===== config.mk =====
export PLATFORM = sky130hd
export DESIGN_NAME = lsa_unit
export DESIGN_NICKNAME = d
export VERILOG_FILES = /design/src/rtl/lsa_pkg.sv /design/src/rtl/lsa_addr_gen.sv /design/src/rtl/lsa_store_lane.sv /design/src/rtl/lsa_load_extract.sv /design/src/rtl/lsa_unit.sv
export SDC_FILE = /design/constraint.sdc
export NUM_CORES = 1
export LEC_CHECK = 0
export BUFFER_PORTS_ARGS = -buffer_cell sky130_fd_sc_hd__clkbuf_2
export CAP_MARGIN = 15
export CELL_PAD_IN_SITES_DETAIL_PLACEMENT = 0
export CELL_PAD_IN_SITES_GLOBAL_PLACEMENT = 1
export CORE_UTILIZATION = 27
export DETAILED_ROUTE_END_ITERATION = 8
export GPL_TIMING_DRIVEN = 0
export PLACE_DENSITY = 0.89
export SLEW_MARGIN = 20
export SYNTH_ARGS = -nofsm -noshare
export SYNTH_HDL_FRONTEND = slang
export SYNTH_SLANG_ARGS = --single-unit

===== constraint.sdc =====
create_clock -name vclk -period 5.3
set_clock_uncertainty 0.2 [all_clocks]
set_input_delay 1.325 -clock vclk [all_inputs]
set_output_delay 1.325 -clock vclk [all_outputs]
set_load 0.01 [all_outputs]

===== src/rtl/lsa_pkg.sv =====
package lsa_pkg;
  typedef enum logic [1:0] {
    SZ_BYTE = 2'b00,
    SZ_HALF = 2'b01,
    SZ_WORD = 2'b10,
    SZ_WIDE = 2'b11
  } acc_size_e;
endpackage


===== src/rtl/lsa_addr_gen.sv =====
module lsa_addr_gen
  import lsa_pkg::*;
#(
  parameter int ADDR_W = 32,
  parameter int IMM_W  = 16,
  parameter int NBYTES = 4,
  localparam int OFF_W = $clog2(NBYTES)
) (
  input  logic [ADDR_W-1:0] base_i,
  input  logic [IMM_W-1:0]  imm_i,
  input  acc_size_e         size_i,
  output logic [ADDR_W-1:0] addr_o,
  output logic [OFF_W-1:0]  off_o
);
  logic [ADDR_W-1:0] ea;
  logic [ADDR_W-1:0] keep_mask;

  always_comb begin
    ea = base_i + {{(ADDR_W-IMM_W){imm_i[IMM_W-1]}}, imm_i};
    keep_mask = '1;
    unique case (size_i)
      SZ_BYTE: keep_mask = '1;
      SZ_HALF: keep_mask[0] = 1'b0;
      default: keep_mask[OFF_W-1:0] = '0;
    endcase
    addr_o = ea & keep_mask;
    off_o  = addr_o[OFF_W-1:0];
    AST_ADDR_NEAR: assert ((ea - addr_o) < ADDR_W'(NBYTES));
    AST_WORD_LANE: assert (!(size_i inside {SZ_WORD, SZ_WIDE}) || off_o == '0);
  end
endmodule


===== src/rtl/lsa_store_lane.sv =====
module lsa_store_lane
  import lsa_pkg::*;
#(
  parameter int DATA_W = 32,
  localparam int NBYTES = DATA_W / 8,
  localparam int NHALF  = NBYTES / 2,
  localparam int OFF_W  = $clog2(NBYTES)
) (
  input  acc_size_e         size_i,
  input  logic [OFF_W-1:0]  off_i,
  input  logic              store_i,
  input  logic [DATA_W-1:0] sdata_i,
  output logic [DATA_W-1:0] wdata_o,
  output logic [NBYTES-1:0] be_o
);
  logic [NBYTES-1:0] be_raw;

  for (genvar k = 0; k < NBYTES; k++) begin : g_lane
    logic hit_byte, hit_half;
    assign hit_byte = (off_i == OFF_W'(k));
    assign hit_half = (off_i[OFF_W-1:1] == (OFF_W-1)'(k / 2));
    always_comb begin
      unique case (size_i)
        SZ_BYTE: be_raw[NBYTES-1-k] = hit_byte;
        SZ_HALF: be_raw[NBYTES-1-k] = hit_half;
        default: be_raw[NBYTES-1-k] = 1'b1;
      endcase
    end
  end

  always_comb begin
    unique case (size_i)
      SZ_BYTE: wdata_o = {NBYTES{sdata_i[7:0]}};
      SZ_HALF: wdata_o = {NHALF{sdata_i[15:0]}};
      default: wdata_o = sdata_i;
    endcase
    be_o = store_i ? be_raw : '0;
    AST_LOAD_NO_WRITE: assert (store_i || be_o == '0);
    AST_BYTE_ONEHOT: assert (!(store_i && size_i == SZ_BYTE) || $countones(be_o) == 1);
    AST_HALF_PAIR: assert (!(store_i && size_i == SZ_HALF) || $countones(be_o) == 2);
  end
endmodule


===== src/rtl/lsa_load_extract.sv =====
module lsa_load_extract
  import lsa_pkg::*;
#(
  parameter int DATA_W = 32,
  localparam int NBYTES = DATA_W / 8,
  localparam int NHALF  = NBYTES / 2,
  localparam int OFF_W  = $clog2(NBYTES)
) (
  input  acc_size_e         size_i,
  input  logic [OFF_W-1:0]  off_i,
  input  logic              unsigned_i,
  input  logic [DATA_W-1:0] rdata_i,
  output logic [DATA_W-1:0] ldata_o
);
  logic [7:0]  byte_lane [NBYTES];
  logic [15:0] half_lane [NHALF];

  for (genvar k = 0; k < NBYTES; k++) begin : g_byte
    assign byte_lane[k] = rdata_i[DATA_W-1-8*k -: 8];
  end
  for (genvar j = 0; j < NHALF; j++) begin : g_half
    assign half_lane[j] = rdata_i[DATA_W-1-16*j -: 16];
  end

  logic [7:0]  sel_b;
  logic [15:0] sel_h;

  always_comb begin
    sel_b = byte_lane[off_i];
    sel_h = half_lane[off_i[OFF_W-1:1]];
    unique case (size_i)
      SZ_BYTE: ldata_o = {{(DATA_W-8){sel_b[7] & ~unsigned_i}}, sel_b};
      SZ_HALF: ldata_o = {{(DATA_W-16){sel_h[15] & ~unsigned_i}}, sel_h};
      default: ldata_o = rdata_i;
    endcase
    AST_ZERO_EXT_B: assert (!(unsigned_i && size_i == SZ_BYTE) || ldata_o[DATA_W-1:8] == '0);
    AST_SIGN_EXT_H: assert (!(!unsigned_i && size_i == SZ_HALF)
                            || ldata_o[DATA_W-1:16] == {(DATA_W-16){ldata_o[15]}});
  end
endmodule


===== src/rtl/lsa_unit.sv =====
module lsa_unit
  import lsa_pkg::*;
#(
  parameter int ADDR_W = 32,
  parameter int DATA_W = 32,
  parameter int IMM_W  = 16,
  localparam int NBYTES = DATA_W / 8,
  localparam int OFF_W  = $clog2(NBYTES)
) (
  input  logic [ADDR_W-1:0] base_i,
  input  logic [IMM_W-1:0]  imm_i,
  input  logic [1:0]        size_i,
  input  logic              unsigned_i,
  input  logic              store_i,
  input  logic [DATA_W-1:0] store_data_i,
  input  logic [DATA_W-1:0] mem_rdata_i,
  output logic [ADDR_W-1:0] mem_addr_o,
  output logic [NBYTES-1:0] mem_be_o,
  output logic [DATA_W-1:0] mem_wdata_o,
  output logic [DATA_W-1:0] load_data_o
);
  acc_size_e        size;
  logic [OFF_W-1:0] off;

  assign size = acc_size_e'(size_i);

  lsa_addr_gen #(.ADDR_W(ADDR_W), .IMM_W(IMM_W), .NBYTES(NBYTES)) u_addr (
    .base_i (base_i),
    .imm_i  (imm_i),
    .size_i (size),
    .addr_o (mem_addr_o),
    .off_o  (off)
  );

  lsa_store_lane #(.DATA_W(DATA_W)) u_store (
    .size_i  (size),
    .off_i   (off),
    .store_i (store_i),
    .sdata_i (store_data_i),
    .wdata_o (mem_wdata_o),
    .be_o    (mem_be_o)
  );

  lsa_load_extract #(.DATA_W(DATA_W)) u_load (
    .size_i     (size),
    .off_i      (off),
    .unsigned_i (unsigned_i),
    .rdata_i    (mem_rdata_i),
    .ldata_o    (load_data_o)
  );

  always_comb begin
    AST_WORD_PASS: assert (store_i || !(size inside {SZ_WORD, SZ_WIDE})
                           || load_data_o == mem_rdata_i);
  end
endmodule


# After elaboration in Yosys (flattened, before gate mapping)
# Index checks and enable logic that the tools add are counted.
[totals]
in_bits = 116
output_inout_bits = 100
ff_bits = 0
[classes]
eq_ne = 4
reduce_logical = 3
n_bitwise = 7
addsub = 1
n_lt_le_gt_ge = 2
muxes = 15
[ops]
columns = ["operator", "n"]
rows = [
  ["$pmux 32 s2", 2],
  ["$mux 16", 3],
  ["$add 32x32->32", 1],
  ["$and 32x32->32", 1],
  ["$bmux 8 s2", 1],
  ["$mux 8", 2],
  ["$pmux 1 s2", 4],
  ["$eq 2x1->1 const B", 2],
  ["$eq 2x2->1 const B", 2],
  ["$logic_not 2->1", 2],
  ["$mux 4", 1],
  ["$ge 3x3->1 const B", 1],
  ["$not 2->3", 1],
  ["$and 1x1->1", 2],
  ["$ge 2x2->1 const B", 1],
  ["$mux 1", 2],
  ["$not 1->1", 2],
  ["$not 1->2", 1],
  ["$reduce_or 2->1", 1],
]

# Longest topological paths before layout
# Gate-level depths: netlist of run 1.
[logic_depth]
ltp_word = 10
ltp_mapped = 11
depth_no_buf = 10

# By module
# From an unflattened synthesis of run 1, not the netlist that was laid out.
[unflattened]
hier_cells = 436
hier_area_um2 = 3286.9
[by_module_without_submodules]
columns = ["module", "instances", "area_per_inst_um2", "cells_each"]
rows = [
  ["lsa_addr_gen", 1, 1954.4, 267],
  ["lsa_load_extract", 1, 818.3, 105],
  ["lsa_store_lane", 1, 514.2, 64],
]

# Worst setup path before layout of run 1
# No wires, ideal clock.
[synth_timing]
path_type = "input to output"
from = "input port base_i[0]"
to = "output port load_data_o[20]"
t_required_ns = 3.775
setup_slack_ns = 0.226
arrival_time_ns = 3.549
stages = 10
n_path_buf = 2
cell_sequence = "ha_1 inv_1 fa_1 buf_2 nor2_1 mux2_2 o211ai_1 a211o_1 buf_2 nand2_1"
[synth_via]
elab_chain_cells = 8
word_cells_on_any_way = 13
[synth_rtl]
columns = ["item", "line", "rtl"]
rows = [
  ["from (decl)", "lsa_unit.sv:10", "input logic [ADDR_W-1:0] base_i,"],
  ["$add 32x32->32 *", "lsa_addr_gen.sv:19", "ea = base_i + {{(ADDR_W-IMM_W){imm_i[IMM_W-1]}}, imm_i};"],
  ["$and 32x32->32 *", "lsa_addr_gen.sv:26", "addr_o = ea & keep_mask;"],
  ["via mem_addr_o[1]", "lsa_unit.sv:17", "output logic [ADDR_W-1:0] mem_addr_o,"],
  ["$not 2->3 (not written as such) / $not 1->2 (equally long branches)", "lsa_load_extract.sv:29, lsa_load_extract.sv:30", ""],
  ["$bmux 8 s2 / $mux 16 (equally long branches)", "lsa_load_extract.sv:29, lsa_load_extract.sv:30", ""],
  ["$mux 8 (not written as such) / $mux 16 (equally long branches) (2 in series)", "lsa_load_extract.sv:29, lsa_load_extract.sv:30", ""],
  ["$and 1x1->1 (on tied branches)", "lsa_load_extract.sv:32, lsa_load_extract.sv:33", ""],
  ["$pmux 32 s2 *", "lsa_load_extract.sv:31", "unique case (size_i)"],
  ["to (decl)", "lsa_unit.sv:20", "output logic [DATA_W-1:0] load_data_o"],
]
# The timed path passes the listed nets; every way through them passes the cells marked *. The select of a mux whose other input is x is not followed.

# Worst setup path in the final report of run 1
[layout_timing]
from = "input port base_i[0]"
to = "output port mem_addr_o[30]"
[layout_via]
elab_chain_cells = 2
[layout_rtl]
columns = ["item", "line"]
rows = [
  ["$add 32x32->32", "lsa_addr_gen.sv:19"],
  ["$and 32x32->32", "lsa_addr_gen.sv:26"],
  ["to (decl)", "lsa_unit.sv:17"],
]
# No other way between the ends.

==> impl_metrics.ini, run 1 <==
[status]
status = completed

[place]
pre_cts_ws_ns = -0.131
globalplace.congestion = 0.965
port_buffers = 215
hpwl_um = 10600
place_area_um2 = 4160

[clock_tree]
cts_hold_buf = 0

[finish]
final_area_um2 = 4280
clock_buffers = 0
drive_gt1_frac = 0.404
n_antenna_cell = 0
final_util = 0.413
seq_area_um2 = 0
design.seq.count = 0
area_growth_pct = 47.1
finalNetCount = 823

[die]
die_area_um2 = 11200
start_util = 0.281
io_pins = 216
die_x_um = 106
row_count = 37
core_area_um2 = 10400
die_h_um = 106

[critical_path]
path_class = input port to primary output
crit_chain = clkbuf_2, ha_4, inv_1, fa_2, nand2b_4, a211oi_4, o21a_2, o41ai_4, o21a_4, o41ai_2, xor2_1, clkbuf_2
cp.required_ns = 3.77
critPathSlowestCell = fa_2
cpPeakStageDelay_ns = 0.37
crit_path_start = base_i[0]
critPathTopFamily = compound AO/OA/AOI/OAI gates
critPathLaunchType = input port
path_buf_inv = 3
end_kind = primary output
worstPathArrival_ns = 3.68
cpMostUsedCell = clkbuf_2
crit_fanout = 4

[logic_synthesis]
yosysWarnings = 0
synth_cell_types = 61
synthTopCellsByCount = nand2_1 (105), a21oi_1 (39), ha_1 (31)
synthSimpleGateAreaFrac = 0.234
netlist_area_um2 = 2910
synth_compound_area_frac = 0.376
synth_area_leaders = nand2_1 (14%), ha_1 (13%), a21oi_1 (6.7%), mux2i_1 (5.8%), o21ai_0 (4.8%)
synth_most_common_cell = nand2_1
synth_area_per_cell_um2 = 6.47
synth-seq-area-share = 0
synth_nets = 598
synthMuxAreaShare = 0.0971
synthAdderAreaFrac = 0.140
synth_xor_xnor_area_share = 0.0782
yosysTopAreaCellShare = 0.135
netlist_instances = 450
synth_top_family_by_area = compound AO/OA/AOI/OAI gates
yosysTopAreaCell = nand2_1

[sta]
drv_slew = 0
hold_ws_ns = 2.74
layout_setup_ws_ns = 0.0989
max_freq_ghz = 0.192
period_share = 0.981
period_needed_ns = 5.20
setup_violations = 0
rsz0062_at_grt = yes
worst_slew_pin_slew_ns = 0.751
relSlewSlack = 0.497
finalHoldViolations = 0

[global_routing]
grt_usage = 0.209
grt_pass1_vias = 4002
grt_max_degree = 18
grt_pass1_wl_um = 19400
antenna_found_initial = 0
gr-total-overflow = 0

[power_and_ir_drop]
total_leakage_power_uw = 0.00235
p_switching_uw = 332
combinationalPowerShare = 1.000
worst_ir_drop_vdd_mv = 0.0664
p_int_uw = 255
p_total_uw = 587
power.density_nw_per_um2 = 137
seqPwrFrac = 0
p_clk_frac = 0
p_sw_frac = 0.566

[worst_hold_path]
hold_class = input port to primary output
min_from = size_i[1]
holdPathStages = 3
min_to = mem_addr_o[1]

[routing]
drc = 0
vias = 4203
detail_route.wl_per_cell_um = 15.3
vias_per_cell = 5.20
ant_nets = 0
wl_um = 12300
drt_pass1_iterations = 5
first_iter_violations = 153

[run]
maxCapViolations = 0
metal layers:
metal,wire length (um),global-route usage,vias to the layer above
met5,0,0,-
met4,287,0.0407,0
met3,991,0.0334,23
met2,6040,0.390,216
met1,5030,0.249,1869
li1,-,-,2095
stage by stage:
| step | TNS [ns] | cells |
|---|---|---|
| 5_1_grt | -0.0858 | 809 |
| 3_3_place_gp | -1.74 | 801 |
| 6_report | 0 | 809 |
| 2_1_floorplan | 0 | 450 |
| 4_1_cts | -0.0956 | 803 |
| 3_5_place_dp | -1.75 | 801 |
layout by cell type (no fill, tap or decap), types with 3 or more instances in the layout:
cell / count
buf_1: 3
or3_1: 4
a22oi_1: 6
o21a_1: 8
o21bai_1: 3
o221ai_1: 5
nor2b_1: 3
buf_4: 17
inv_1: 11
clkbuf_2: 217
xnor2_1: 15
nor2_1: 18
o31ai_1: 3
a21oi_1: 39
a31oi_1: 3
clkbuf_1: 15
xor2_1: 11
o211ai_1: 6
a221o_1: 8
buf_2: 6
nand4_1: 3
nand2b_1: 4
a21o_1: 10
mux2i_1: 17
nand3_1: 7
o21ai_1: 4
nor3_1: 9
o21ai_0: 28
ha_1: 30
a211o_1: 3
nand2_1: 105
mux2_2: 10
how the worst max path moves through the flow:
stage	endpoint	cells past startpoint
after floorplan	load_data_o[20]	10
after global placement	load_data_o[21]	12
after detailed placement	load_data_o[31]	12
final	mem_addr_o[30]	12
after CTS	mem_addr_o[30]	12
after global routing	mem_addr_o[31]	10
layout make-up:
type                       count  area, um^2
fill                        1138        6090
multi-input combinational    403        2750
timing repair buffer         224        1140
buffer                        35         175
tap                          136         170
inverter                      11        41.3
kinds of logic after synthesis:
family | Yosys count
buffers and inverters | 47
AO/OA/AOI/OAI | 156
AND/OR/NAND/NOR | 162
adder cells (fa/ha/maj) | 32
XOR/XNOR | 26
multiplexers | 27
what timing repair did:
action / CTS / global route
setup endpoints to repair: 26 / 37
pin swaps: 2 / 6
endpoints found under the hold margin: 0 / 0
buffers inserted: 2 / 7
gates resized for setup: 4 / 12
power groups by stage:
stage                     logic [uW]  clock network, uW  registers, uW
after floorplan                  346                  0              0
after global placement           560                  0              0
after detailed placement         563                  0              0
after CTS                        569                  0              0
after global routing             643                  0              0
final                            587                  0              0
No activity file was read; power rests on OpenSTA's default activity.
==> inputs of run 2 (changes only) <==
==> constraint.sdc (replaced) <==
create_clock -name vclk -period 5.9
set_clock_uncertainty 0.2 [all_clocks]
set_input_delay 1.475 -clock vclk [all_inputs]
set_output_delay 1.475 -clock vclk [all_outputs]
set_load 0.01 [all_outputs]
==> run 2 against run 1 <==
Against the previous run:
- highest routed layer unchanged
- largest cell class unchanged
- routed wire length fell by 0.90%
- critical path depth did not move
- largest power group unchanged
- utilization fell by 1.2 points
- die area did not move
==> impl_metrics.ini, run 2 (same netlist as run 1, synthesis figures left out) <==
[status]
status = completed

[critical_path]
crit_fanout = 4
critPathLaunchType = input port
end_kind = primary output
worstPathArrival_ns = 4.07
cp.required_ns = 4.22
path_class = input port to primary output

[sta]
relSlewSlack = 0.493
finalHoldViolations = 0
period_needed_ns = 5.75
hold_ws_ns = 3.05
setup_tns_ns = 0
rsz0062_at_grt = yes
drv_slew = 0
period_share = 0.974
max_freq_ghz = 0.174
setup_violations = 0
worst_slew_pin_slew_ns = 0.757

[run]
maxCapViolations = 0

[die]
core_area_um2 = 10400
row_count = 37
start_util = 0.281
die_x_um = 106
die_h_um = 106
die_area_um2 = 11200
io_pins = 216

[routing]
ant_nets = 0
first_iter_violations = 161
detail_route.wl_per_cell_um = 15.3
vias_per_cell = 5.22
drt_pass1_iterations = 7
vias = 4179
drc = 0
wl_um = 12200

[global_routing]
antenna_found_initial = 0
gr-total-overflow = 0
grt_usage = 0.208
grt_pass1_vias = 3988
grt_max_degree = 18
grt_pass1_wl_um = 19300

[finish]
layout_common_cells = clkbuf_2 (218), nand2_1 (105), a21oi_1 (39)
final_common_cell = clkbuf_2
design.seq.count = 0
fillerInstances = 1153
clock_buffers = 0
final_util = 0.402
area_growth_pct = 43.0
n_antenna_cell = 0
finalNetCount = 815
seq_area_um2 = 0
drive_gt1_frac = 0.386
final_cells = 801

[place]
hpwl_um = 10600
dp_cells = 801
port_buffers = 215
globalplace.congestion = 0.965

[power_and_ir_drop]
p_total_uw = 509
power.density_nw_per_um2 = 122
worst_ir_drop_vdd_mv = 0.0564
total_leakage_power_uw = 0.00229

[clock_tree]
cts_hold_buf = 0
post_cts_buffers = 0

[worst_hold_path]
hold_class = input port to primary output
[run 2: layout make-up]
class                      count  area [um^2]  share of cell area
multi-input combinational    403         2700               0.648
timing repair buffer         215         1080               0.258
buffer                        36          176              0.0424
tap                          136          170              0.0409
inverter                      11         41.3             0.00992
[run 2: what timing repair did]
item	4_1_cts	5_1_grt
endpoints found under the hold margin	0	0
endpoints found under the setup margin	0	12
resized for setup	0	2
[run 2: final timing paths]
| path | depth (start not counted) | startpoint | end | slack (ns) |
|---|---|---|---|---|
| max | 12 | base_i[0] | mem_addr_o[26] | 0.15 |
| min | 4 | store_data_i[26] | mem_wdata_o[26] | 3.05 |
[run 2: worst max-delay path, cell delays in order]
cell and delay, ns:
clkbuf_2 0.08, ha_1 0.19, inv_1 0.07, fa_1 0.42
nand2b_1 0.22, a211oi_2 0.30, o21a_2 0.20, o41ai_2 0.12
o21a_4 0.25, or3_1 0.37, a31oi_1 0.20, clkbuf_2 0.16
[run 2: power breakdown]
group / internal, uW / switching, uW
Sequential: 0 / 0
Combinational: 217 / 292
Clock: 0 / 0
Total: 217 / 292
[run 2: routing by layer]
metal,global-route usage,up-vias,part of all wire
met5,0,-,0
met4,0.0407,0,0.021
met3,0.0322,18,0.084
met2,0.388,213,0.49
met1,0.250,1866,0.40
li1,-,2082,-
[run 2: per-stage QoR]
stage / setup WS, ns / instance area [um^2]
6_report: 0.155 / 4160
5_1_grt: -0.00720 / 4160
3_5_place_dp: 0.169 / 4160
3_3_place_gp: 0.141 / 4160
2_1_floorplan: 0.526 / 2910
4_1_cts: 0.152 / 4160
==> inputs of run 3 (changes only) <==
--- a/config.mk
+++ b/config.mk
@@ -9,10 +9,10 @@
 export CAP_MARGIN = 15
 export CELL_PAD_IN_SITES_DETAIL_PLACEMENT = 0
 export CELL_PAD_IN_SITES_GLOBAL_PLACEMENT = 1
-export CORE_UTILIZATION = 27
+export CORE_UTILIZATION = 29
 export DETAILED_ROUTE_END_ITERATION = 8
 export GPL_TIMING_DRIVEN = 0
-export PLACE_DENSITY = 0.89
+export PLACE_DENSITY = 0.94
 export SLEW_MARGIN = 20
 export SYNTH_ARGS = -nofsm -noshare
 export SYNTH_HDL_FRONTEND = slang
==> constraint.sdc (replaced) <==
create_clock -name vclk -period 6.85
set_clock_uncertainty 0.2 [all_clocks]
set_input_delay 1.7125 -clock vclk [all_inputs]
set_output_delay 1.7125 -clock vclk [all_outputs]
set_load 0.01 [all_outputs]
==> run 3 against run 2 <==
Against the previous run:
- non-clock buffer count unchanged
- sequential share of layout area did not move
- power down 14%
- critical path depth stayed put
- design area shrank 0.24%
- hold slack better by 0.48 ns
- setup slack improved by 0.39 ns
- count of clock-buffer cells in the layout stayed put
- via count grew 1.1%
- global-route usage increased by 1.5 points
==> impl_metrics.ini, run 3 (same netlist as run 1, synthesis figures left out) <==
[status]
status = completed

[power_and_ir_drop]
total_leakage_power_uw = 0.00229
p_total_uw = 439
worst_ir_drop_vdd_mv = 0.0435
power.density_nw_per_um2 = 106

[routing]
drt_pass1_iterations = 5
detail_route.wl_per_cell_um = 15.4
vias_per_cell = 5.29
first_iter_violations = 190
vias = 4225
ant_nets = 0
drc = 0
wl_um = 12300

[place]
place_area_um2 = 4150
globalplace.congestion = 0.955
hpwl_um = 10600
port_buffers = 215

[global_routing]
gr-total-overflow = 0
grt_pass1_wl_um = 18900
grt_usage = 0.223
grt_pass1_vias = 3870
antenna_found_initial = 0
grt_max_degree = 18

[critical_path]
critPathLaunchType = input port
path_class = input port to primary output
path_buf_inv = 5
cpPeakStageDelay_ns = 0.40
critPathSlowestCell = fa_1
worst-path-stages = 12
crit_chain = clkbuf_2, ha_1, inv_1, fa_1, buf_2, nor2_1, mux2_2, o211ai_1, a211o_1, buf_2, nand2_1, clkbuf_2
worstPathArrival_ns = 4.39
critPathTopFamily = buffers and inverters
cp.required_ns = 4.94
crit_fanout = 10
end_kind = primary output

[die]
die_area_um2 = 10400
row_count = 36
io_pins = 216
start_util = 0.298
die_h_um = 102
die_x_um = 102
core_area_um2 = 9770

[finish]
layout_common_cells = clkbuf_2 (218), nand2_1 (105), a21oi_1 (39)
seq_area_um2 = 0
final_common_cell = clkbuf_2
design.seq.count = 0
n_antenna_cell = 0
drive_gt1_frac = 0.383
clock_buffers = 0
area_growth_pct = 42.7
final_area_um2 = 4150
finalNetCount = 815

[sta]
worst_slew_pin_slew_ns = 0.721
drv_slew = 0
rsz0062_at_grt = no
period_share = 0.920
finalHoldViolations = 0
setup_violations = 0
relSlewSlack = 0.518
period_needed_ns = 6.30
max_freq_ghz = 0.159
setup_tns_ns = 0

[clock_tree]
cts_hold_buf = 0
post_cts_buffers = 0
cts-resized-gates = 0

[worst_hold_path]
holdPathStages = 4
hold_class = input port to primary output

[run]
maxCapViolations = 0
run 3: stage by stage:
stage          setup WS [ns]  hold slack [ns]  utilization  cells
4_1_cts                0.574             3.52        0.425    798
5_1_grt                0.331             3.55        0.425    798
3_3_place_gp           0.604             3.51        0.425    798
3_5_place_dp           0.582             3.52        0.425    798
2_1_floorplan           1.00             3.28            -    450
6_report               0.546             3.52        0.425    798
run 3: power breakdown:
group          total, uW  switching (uW)  internal (uW)
clock network          0               0              0
logic                439             253            186
registers              0               0              0
run 3: worst paths after layout:
check	from	to
worst min-delay path	store_data_i[14]	mem_wdata_o[14]
worst max-delay path	base_i[0]	load_data_o[21]
run 3: cell type report:
cell class         count  area [um^2]
fillers             1077         5620
multi-input cells    403         2690
repair buffers       215         1080
plain buffers         36          176
well taps            133          166
inverters             11         41.3
run 3: tightest hold or removal path: stages:
cell      delay, ns
clkbuf_2       0.09
nand2_1        0.05
nand2_1        0.04
clkbuf_2       0.12
run 3: routing by layer:
metal / track usage / part of all wire / up-vias
met3: 0.0369 / 0.081 / 18
met4: 0.0418 / 0.019 / 0
met2: 0.411 / 0.49 / 212
met1: 0.273 / 0.41 / 1924
li1: - / - / 2071
met5: 0 / 0 / -
